===== src/rtl/irq_pkg.sv =====
package irq_pkg;
    typedef enum logic [1:0] {
        ACK_IDLE   = 2'd0,
        ACK_FIRST  = 2'd1,
        ACK_GAP    = 2'd2,
        ACK_SECOND = 2'd3
    } ack_state_e;
endpackage


===== src/rtl/irq_req_latch.sv =====
module irq_req_latch #(
    parameter int NUM_IRQ = 8,
    localparam int IDX_W  = $clog2(NUM_IRQ)
) (
    input  logic               clk,
    input  logic               rst_n,
    input  logic [NUM_IRQ-1:0] lines,
    input  logic               level_mode,
    input  logic               clr_en,
    input  logic [IDX_W-1:0]   clr_idx,
    output logic [NUM_IRQ-1:0] req
);
    logic [NUM_IRQ-1:0] prev_lines;
    logic [NUM_IRQ-1:0] rise;
    logic [NUM_IRQ-1:0] req_nxt;

    // prev resets high so a line already high at reset is not an edge
    always_ff @(posedge clk or negedge rst_n) begin
        if (!rst_n) prev_lines <= '1;
        else        prev_lines <= lines;
    end

    assign rise = lines & ~prev_lines;

    for (genvar i = 0; i < NUM_IRQ; i++) begin : g_bit
        always_comb begin
            if (level_mode) req_nxt[i] = lines[i];
            else            req_nxt[i] = req[i] | rise[i];
            if (clr_en && (clr_idx == IDX_W'(i))) req_nxt[i] = 1'b0;
        end

        always_ff @(posedge clk or negedge rst_n) begin
            if (!rst_n) req[i] <= 1'b0;
            else        req[i] <= req_nxt[i];
        end
    end


    level_track_chk: assert property (@(posedge clk) disable iff (!rst_n)
        (level_mode && !clr_en) |=> (req == $past(lines)));
endmodule


===== src/rtl/irq_prio_pick.sv =====
module irq_prio_pick #(
    parameter int NUM_IRQ = 8,
    localparam int IDX_W  = $clog2(NUM_IRQ)
) (
    input  logic [NUM_IRQ-1:0] req,
    input  logic [NUM_IRQ-1:0] mask,
    input  logic [NUM_IRQ-1:0] isr,
    output logic               fwd_valid,
    output logic [IDX_W-1:0]   fwd_idx
);
    logic [NUM_IRQ-1:0] cand;
    logic [IDX_W-1:0]   isr_idx;
    logic               isr_any;

    assign cand    = req & ~mask;
    assign isr_any = |isr;

    always_comb begin
        fwd_idx = IDX_W'(NUM_IRQ - 1);
        for (int i = NUM_IRQ - 1; i >= 0; i--) begin
            if (cand[i]) fwd_idx = IDX_W'(i);
        end
    end

    always_comb begin
        isr_idx = IDX_W'(NUM_IRQ - 1);
        for (int i = NUM_IRQ - 1; i >= 0; i--) begin
            if (isr[i]) isr_idx = IDX_W'(i);
        end
    end

    assign fwd_valid = (|cand) && (!isr_any || (fwd_idx < isr_idx));
endmodule


===== src/rtl/irq_ack_fsm.sv =====
module irq_ack_fsm
    import irq_pkg::*;
#(
    parameter int NUM_IRQ = 8,
    parameter int VEC_W   = 8,
    localparam int IDX_W  = $clog2(NUM_IRQ),
    localparam int HI_W   = VEC_W - IDX_W
) (
    input  logic               clk,
    input  logic               rst_n,
    input  logic               ack_n,
    input  logic               eoi_cmd,
    input  logic               fwd_valid,
    input  logic [IDX_W-1:0]   fwd_idx,
    input  logic [HI_W-1:0]    vec_hi,
    output logic [NUM_IRQ-1:0] isr,
    output logic               clr_en,
    output logic [IDX_W-1:0]   clr_idx,
    output logic [VEC_W-1:0]   vec_bus,
    output logic               vec_oe
);
    ack_state_e         state, state_nxt;
    logic               ack_prev;
    logic               ack_fall, ack_rise;
    logic               take;
    logic [IDX_W-1:0]   frozen;
    logic [NUM_IRQ-1:0] eoi_bit, set_bit;

    assign ack_fall = ack_prev & ~ack_n;
    assign ack_rise = ~ack_prev & ack_n;
    assign take     = (state == ACK_IDLE) && ack_fall;
    assign clr_en   = take && fwd_valid;
    assign clr_idx  = fwd_idx;

    // state register
    always_ff @(posedge clk or negedge rst_n) begin
        if (!rst_n) begin
            state    <= ACK_IDLE;
            ack_prev <= 1'b1;
        end else begin
            state    <= state_nxt;
            ack_prev <= ack_n;
        end
    end

    always_comb begin
        state_nxt = state;
        unique case (state)
            ACK_IDLE:   if (ack_fall) state_nxt = ACK_FIRST;
            ACK_FIRST:  if (ack_rise) state_nxt = ACK_GAP;
            ACK_GAP:    if (ack_fall) state_nxt = ACK_SECOND;
            ACK_SECOND: if (ack_rise) state_nxt = ACK_IDLE;
        endcase
    end

    // frozen winner and in-service register
    assign eoi_bit = eoi_cmd ? (isr & ~(isr - NUM_IRQ'(1))) : '0;
    assign set_bit = clr_en ? (NUM_IRQ'(1) << fwd_idx) : '0;

    always_ff @(posedge clk or negedge rst_n) begin
        if (!rst_n) begin
            frozen <= '0;
            isr    <= '0;
        end else begin
            if (take) frozen <= fwd_valid ? fwd_idx : IDX_W'(NUM_IRQ - 1);
            isr <= (isr & ~eoi_bit) | set_bit;
        end
    end

    // outputs
    always_comb begin
        vec_oe  = 1'b0;
        vec_bus = '0;
        unique case (state)
            ACK_SECOND: begin
                vec_oe  = 1'b1;
                vec_bus = {vec_hi, frozen};
            end
            ACK_IDLE, ACK_FIRST, ACK_GAP: ;
        endcase
    end


    isr_grow_chk: assert property (@(posedge clk) disable iff (!rst_n)
        (clr_en && !eoi_cmd) |=> ($countones(isr) == $past($countones(isr)) + 1));

    eoi_shrink_chk: assert property (@(posedge clk) disable iff (!rst_n)
        (eoi_cmd && (isr != '0) && !clr_en) |=> ($countones(isr) == $past($countones(isr)) - 1));

    vec_oe_rise_chk: assert property (@(posedge clk) disable iff (!rst_n)
        $rose(vec_oe) |-> ($past(ack_n) == 1'b0));

    spurious_chk: assert property (@(posedge clk) disable iff (!rst_n)
        (take && !fwd_valid && !eoi_cmd) |=> $stable(isr));
endmodule


===== src/rtl/prio_irq_ctrl.sv =====
module prio_irq_ctrl #(
    parameter int NUM_IRQ = 8,
    parameter int VEC_W   = 8,
    localparam int IDX_W  = $clog2(NUM_IRQ),
    localparam int HI_W   = VEC_W - IDX_W
) (
    input  logic               clk,
    input  logic               rst_n,
    input  logic [NUM_IRQ-1:0] irq_lines,
    input  logic               ack_n,
    input  logic [NUM_IRQ-1:0] mask_bits,
    input  logic [HI_W-1:0]    vec_hi,
    input  logic               level_mode,
    input  logic               eoi_cmd,
    output logic               irq_out,
    output logic [VEC_W-1:0]   vec_bus,
    output logic               vec_oe
);
    logic [NUM_IRQ-1:0] req, isr;
    logic               fwd_valid, clr_en;
    logic [IDX_W-1:0]   fwd_idx, clr_idx;

    irq_req_latch #(.NUM_IRQ(NUM_IRQ)) u_req (
        .clk(clk), .rst_n(rst_n), .lines(irq_lines), .level_mode(level_mode),
        .clr_en(clr_en), .clr_idx(clr_idx), .req(req)
    );

    irq_prio_pick #(.NUM_IRQ(NUM_IRQ)) u_pick (
        .req(req), .mask(mask_bits), .isr(isr),
        .fwd_valid(fwd_valid), .fwd_idx(fwd_idx)
    );

    irq_ack_fsm #(.NUM_IRQ(NUM_IRQ), .VEC_W(VEC_W)) u_fsm (
        .clk(clk), .rst_n(rst_n), .ack_n(ack_n), .eoi_cmd(eoi_cmd),
        .fwd_valid(fwd_valid), .fwd_idx(fwd_idx), .vec_hi(vec_hi),
        .isr(isr), .clr_en(clr_en), .clr_idx(clr_idx),
        .vec_bus(vec_bus), .vec_oe(vec_oe)
    );

    assign irq_out = fwd_valid;


    nest_order_chk: assert property (@(posedge clk) disable iff (!rst_n)
        irq_out |-> ((isr & ((NUM_IRQ'(2) << fwd_idx) - NUM_IRQ'(1))) == '0));

    mask_block_chk: assert property (@(posedge clk) disable iff (!rst_n)
        irq_out |-> !mask_bits[fwd_idx]);

    req_clear_chk: assert property (@(posedge clk) disable iff (!rst_n)
        clr_en |=> !req[$past(clr_idx)]);

    reset_quiet_chk: assert property (@(posedge clk)
        !rst_n |-> (!irq_out && !vec_oe));
endmodule


===== config.mk =====
export PLATFORM = sky130hd
export DESIGN_NAME = prio_irq_ctrl
export DESIGN_NICKNAME = d
export VERILOG_FILES = /design/src/rtl/irq_pkg.sv /design/src/rtl/irq_req_latch.sv /design/src/rtl/irq_prio_pick.sv /design/src/rtl/irq_ack_fsm.sv /design/src/rtl/prio_irq_ctrl.sv
export SDC_FILE = /design/constraint.sdc
export NUM_CORES = 1
export LEC_CHECK = 0
export BUFFER_PORTS_ARGS = -buffer_cell sky130_fd_sc_hd__buf_2
export CORE_ASPECT_RATIO = 0.9
export CORE_MARGIN = 2
export CORE_UTILIZATION = 26
export CTS_CLUSTER_SIZE = 25
export DETAILED_ROUTE_END_ITERATION = 10
export MAX_ROUTING_LAYER = met4
export SLEW_MARGIN = 20
export SYNTH_ARGS = -nofsm -noshare
export SYNTH_HDL_FRONTEND = slang
export SYNTH_HIERARCHICAL = 1
export SYNTH_SLANG_ARGS = --single-unit

===== constraint.sdc =====
create_clock -name clk -period 3.55 [get_ports clk]
set_input_delay 0.1775 -clock clk [delete_from_list [all_inputs] [get_ports clk]]
set_output_delay 0.1775 -clock clk [all_outputs]
set_load 0.03 [all_outputs]

==> flow_metrics.tcl, run 1 <==
set metrics [dict create \
    vias 1314 \
    path_cells "or4_4 > ha_1 > a2111oi_0 > a21oi_1 > nor3_2 > nand2_1 > inv_1 > and2b_4 > a32oi_1" \
    p_per_area_nw_per_um2 567.0 \
    ant_nets 0 \
    final_core_util 0.3387 \
    syn2layout_area_growth_pct 26.34 \
    synth_top_area_frac 0.3206 \
    fin_crit_sh 0.8185 \
    cts_resized 0 \
    max_freq_ghz 0.3441 \
    worstMarginPinSlew_ns 0.7891 \
    core_area_um2 6115 \
    fin_crit_ns 2.906 \
    synth-main-ff-cell "dfrtp_1" \
    slew_violations 0 \
    port-buffer-count 35 \
    cts_tree "yes" \
    cts_sinks 30 \
    crit_fanout 7 \
    leakagePower_nw 0.9728 \
    fin_tns_setup_ns 0 \
    synthDistinctLibCells 42 \
    crit_cells 9 \
    overflow 0 \
    groute.usage.overall 0.1194 \
    grt_first_pass_wirelength_um 6292 \
    dpl-instance-area_um2 1901 \
    critPathBufInv 1 \
    worst_hold_path.num_cells 1 \
    wl_met1_um 1871 \
    fin_nets 243 \
    first_global_vias 1322 \
    clkLatencyLatePin_ns 0.28 \
    diodes 0 \
    drt_iter0_markers 48 \
    crit_required_ns 3.67 \
    post_drt_via_cell_ratio 4.409 \
    synth_top_cell_by_area "dfrtp_1" \
    synth_edf_count 0 \
    worstPathArrival_ns 3.02 \
    synthArstFlopShare 1.000 \
    syn_area_per_cell_um2 9.934 \
    cts_root_buf "clkbuf_8" \
    wire_per_inst_um 12.38 \
    slowest_stage "or4_4" \
    cts_inserted_buffers 5 \
    hpwlAfterDp_um 2801 \
    first_pass_iters 5 \
    ctsHoldBuffers 6 \
    cp_top_family "simple AND/OR/NAND/NOR gates" \
    path_class "flop to flop" \
    die_area_um2 6956 \
    multiInputGateArea_um2 790.8 \
    routed_wl_um 3688 \
    r2r_start "u_fsm/isr[1]" \
    wl_met3_um 126 \
    gp_congestion 0.8143 \
    yosys_warnings 6 \
    drc 0 \
    worst-r2r-cell-count 9 \
    ir_drop_v 0.0002230 \
    startpoint_type "flop" \
    ioPinCount 36 \
    synth_cells 165 \
    nFillCells 644 \
    h-tree-depth 2 \
    dr_wl_met2_um 1659 \
    fp.dieH_um 79.33 \
    die_x_um 87.70 \
    antenna_found_initial 0 \
    slowest_delay_ns 0.54 \
    hp-class "input pin to flop" \
    highest_layer "met4" \
    syn_nets 198 \
    maxCapViolCount 0 \
    row_count 27 \
    netlist_area_um2 1639 \
    startpoint "u_fsm/isr[1]" \
    grt_max_degree 31 \
    rsz0062_at_grt "false" \
    outcome "complete, no violations" \
    ys_seq_elements 30 \
    fin_area_um2 2071 \
    synth.area.top_cells "dfrtp_1 32%, dfstp_2 14%, ha_1 5.3%, nand2b_1 5.0%, and2_1 3.1%" \
    hold_viol 0 \
    seqCellArea_um2 762.0 \
    ys_seq_area_frac 0.4649 \
    post_cts_buffers 0 \
    initial_core_util 0.2681 \
    maxSlewHeadroom 0.4715 \
    min_from "irq_lines[2]" \
    setup_viol 0 \
    cts.reportedPaths.clkPinSlew_ns 0.06 \
    skew_ns 0.002327 \
    clock_path_buffers 2 \
    endpoint_kind "flop" \
    drive_above_1_share 0.2986 \
]
[worst reg2reg max path, cell delays in order, from the launching register on]
cell and delay [ns]:
dfrtp_1 0.44, or4_4 0.55, ha_1 0.31, a2111oi_0 0.42, a21oi_1 0.16, nor3_2 0.27
nand2_1 0.13, inv_1 0.18, and2b_4 0.20, a32oi_1 0.09
[cell families (layout without fill, tap and decap cells)]
group | count (synthesis) | after routing | share of synthesized area
AND/OR/NAND/NOR | 63 | 63 | 0.2298
AO/OA/AOI/OAI | 45 | 45 | 0.1863
flip-flops | 30 | 30 | 0.4649
buffers and inverters | 18 | 64 | 0.05267
adder cells (fa/ha/maj) | 7 | 7 | 0.05343
multiplexers | 2 | 2 | 0.01298
[area by class of cell]
cell class                 instances  area share
multi-input combinational        117      0.3819
clock buffer                       8     0.05317
timing repair buffer              43      0.1208
inverter                          13     0.02356
sequential                        30      0.3680
tap                               87     0.05257
[routing by layer]
layer,vias to the layer above,GRT usage
met5,-,-
met4,0,0.03231
met3,4,0.03015
met2,22,0.1705
met1,621,0.1680
li1,667,-
[synth_stat cells (2+ instances only)]
cell / instances
buf_4: 3
inv_1: 13
a31oi_1: 4
nor2_1: 12
a21oi_1: 9
dfrtp_1: 21
o31ai_1: 4
nand2_1: 8
nor2b_1: 8
and2_1: 8
a32oi_1: 4
ha_1: 7
o21ai_1: 7
and2b_1: 2
dfstp_2: 9
nand2b_1: 13
o21ai_0: 8
[power by group]
part / switching [W] / total (W) / leakage [nW] / internal, W
combinational: 0.000254 / 0.000421 / 0.561 / 0.000167
sequential: 0.0000341 / 0.000431 / 0.355 / 0.000397
clock: 0.000126 / 0.000322 / 0.0575 / 0.000196
[sequential cells by signal, summed over array words and instances (netlist names)]
name              flops
u_fsm/frozen          3
u_req/req             8
u_fsm/state           2
u_req/prev_lines      8
u_fsm/ack_prev        1
u_fsm/isr             8
[path summary, 6_finish.rpt]
kind | end | slack (ns)
worst max-delay path | u_req/req[3] | 0.64
worst min-delay path | u_req/prev_lines[2] | 0.01
worst max register to register | u_req/req[3] | 0.64
worst min register to register | u_req/req[3] | 0.54
max in group asynchronous | u_req/req[4] | 2.63
min in group asynchronous | u_fsm/isr[7] | 0.48
[metrics by stage]
step	cells	hold slack, ns	setup slack (ns)	power [W]
2_1_floorplan	165	-0.1181	0.6046	0.0007434
3_3_place_gp	284	0.2518	0.7456	0.0008485
3_5_place_dp	284	0.2499	0.6536	0.0008563
4_1_cts	298	0.001901	0.6409	0.001192
5_1_grt	298	0.002227	0.3895	0.001258
6_report	298	0.01002	0.6442	0.001174
[layout by cell type (no fill, tap or decap), drive strengths merged, types with 3 or more instances in the layout]
cell type and instances:
buf 37, dfrtp 21, o21ai 16, inv 13, nand2b 13, nor2 12
a21oi 9, dfstp 9, clkbuf 8, nand2 8, and2 8, nor2b 8
ha 7, dlygate4sd3 6, o31ai 5, a31oi 4, a32oi 4, and2b 3
No activity file was read; power rests on OpenSTA's default activity.
==> inputs of run 2 (changes only) <==
==> constraint.sdc (replaced) <==
create_clock -name clk -period 2.9 [get_ports clk]
set_input_delay 0.145 -clock clk [delete_from_list [all_inputs] [get_ports clk]]
set_output_delay 0.145 -clock clk [all_outputs]
set_load 0.03 [all_outputs]
==> flow_metrics.tcl, run 2 (synthesis results as in run 1) <==
set metrics [dict create \
    maxCapViolCount 0 \
    first_pass_iters 4 \
    ioPinCount 36 \
    antenna_found_initial 0 \
    syn2layout_area_growth_pct 29.01 \
    top_regs "u_fsm/isr: 8 flops, u_req/prev_lines: 8 flops, u_req/req: 8 flops" \
    maxSlewHeadroom 0.5421 \
    pwr-share-clk 0.249 \
    clkLatencyLatePin_ns 0.28 \
    most-common-layout-cells "35 x buf_2, 21 x dfrtp_1, 13 x inv_1, 13 x nand2b_1, 12 x nor2_1" \
    slowest_delay_ns 0.55 \
    nFillCells 661 \
    hpwlAfterDp_um 2652 \
    power.share.switching 0.3627 \
    hp-class "input pin to flop" \
    wire_per_inst_um 11.71 \
    die_area_um2 6956 \
    cts_sinks 30 \
    r2r-end "u_fsm/isr[0]" \
    diodes 0 \
    die_x_um 87.70 \
    cts_root_buf "clkbuf_8" \
    r2r_start "u_fsm/isr[1]" \
    drt_iter0_markers 76 \
    grt_first_pass_wirelength_um 6065 \
    fp.dieH_um 79.33 \
    post_drt_via_cell_ratio 4.362 \
    fin_tns_setup_ns 0 \
    crit_required_ns 2.76 \
    h-tree-depth 2 \
    core_area_um2 6115 \
    layout_commonest_cell "buf_2" \
    crit_fanout 7 \
    initial_core_util 0.2681 \
    worst-r2r-cell-count 8 \
    endpoint_kind "primary output" \
    worst_hold_path.num_cells 2 \
    path_class "flop to primary output" \
    hold_viol 0 \
    post_cts_buffers 0 \
    clock_path_buffers 2 \
    path_cells "or4_4 > ha_1 > a2111oi_1 > a21oi_1 > nor3_4 > buf_4 > buf_2" \
    outcome "complete, no violations" \
    worstPathArrival_ns 2.61 \
    fin_crit_ns 2.751 \
    fin_nets 249 \
    grt_max_degree 31 \
    cts_inserted_buffers 5 \
    combPwrFrac 0.376 \
    gp_congestion 0.7759 \
    worstMarginPinSlew_ns 0.6869 \
    fin_crit_sh 0.9485 \
    rsz0062_at_grt "false" \
    port-buffer-count 35 \
    skew_ns 0.006878 \
    power_frac_seq 0.375 \
    startpoint_type "flop" \
    cts.reportedPaths.clkPinSlew_ns 0.06 \
    rrSetupSlack_ns 0.26 \
    min_from "eoi_cmd" \
    setup_viol 0 \
    p_per_area_nw_per_um2 661.9 \
    cts_tree "yes" \
    ant_nets 0 \
    seqCellArea_um2 762.0 \
    hold_path_end "u_fsm/isr[0]" \
    leakagePower_nw 0.9933 \
    overflow 0 \
    drc 0 \
    first_global_vias 1293 \
    vias 1326 \
    whs_ns 0.09920 \
    multiInputGateArea_um2 798.3 \
    slew_violations 0 \
    groute.usage.overall 0.1158 \
    p_int_w 0.0008921 \
    switchingPower_w 0.0005076 \
    routed_wl_um 3561 \
    drive_above_1_share 0.2949 \
    row_count 27 \
    max_freq_ghz 0.3636 \
    slowest_stage "or4_4" \
    ir_drop_v 0.0002706 \
    total_power_w 0.001400 \
]
==> run 2: cell count changes in the layout (fill, tap and decap cells not counted), sizes merged <==
cell and change:
dlygate4sd3 +4, clkinv +1, clkbuf -1, buf +2
==> run 2: worst max-delay path, delay by kind of cell (launching register included) <==
family / cells / cell delay [ns]
compound gates: 2 / 0.54
buf+inv: 2 / 0.34
simple gates: 2 / 0.69
flops: 1 / 0.44
fa+ha+maj: 1 / 0.31
==> run 2: how the worst max path moves through the flow <==
stage | start | to | depth (start not counted)
after floorplan | u_fsm/isr[1] | u_fsm/isr[0] | 8
after global placement | u_fsm/isr[0] | u_fsm/isr[0] | 8
after detailed placement | u_fsm/isr[1] | u_req/req[3] | 9
after CTS | u_fsm/isr[1] | irq_out | 7
after global routing | u_fsm/isr[1] | irq_out | 7
final | u_fsm/isr[1] | irq_out | 7
==> run 2: final cells by class <==
class                      instances  share of cell area
clock buffer                       7             0.04083
clock inverter                     1            0.002367
inverter                          13             0.02308
multi-input combinational        117              0.3775
sequential                        30              0.3604
tap                               87             0.05148
timing repair buffer              49              0.1444
==> run 2: power groups by stage <==
stage	Sequential, W	Combinational, W	Clock, W
3_5_place_dp	0.000535	0.000518	0
5_1_grt	0.000537	0.000588	0.000374
3_3_place_gp	0.000531	0.000509	0
4_1_cts	0.000527	0.000531	0.000360
2_1_floorplan	0.000523	0.000389	0
6_report	0.000525	0.000526	0.000348
==> run 2: metal layers <==
layer,track usage,vias up,routed length (µm)
li1,-,675,-
met1,0.1549,627,1744
met2,0.1682,18,1674
met3,0.02183,6,83
met4,0.05538,0,58
met5,-,-,0
==> run 2: timing repair <==
| item | in CTS | in global routing |
|---|---|---|
| endpoints found under the hold margin | 30 | 0 |
| resized for setup | 0 | 1 |
| hold buffers | 10 | 0 |
| setup endpoints to repair | 0 | 1 |
==> run 2: metrics by stage <==
step | setup slack, ns | utilization | std cells | area [µm²]
floorplan | 0.1108 | - | 165 | 1645
global placement | 0.2927 | 0.3143 | 286 | 1922
detailed placement | 0.2871 | 0.3143 | 286 | 1922
CTS | 0.1375 | 0.3456 | 304 | 2113
global route | 0.005558 | 0.3458 | 304 | 2115
finish | 0.1494 | 0.3458 | 304 | 2115
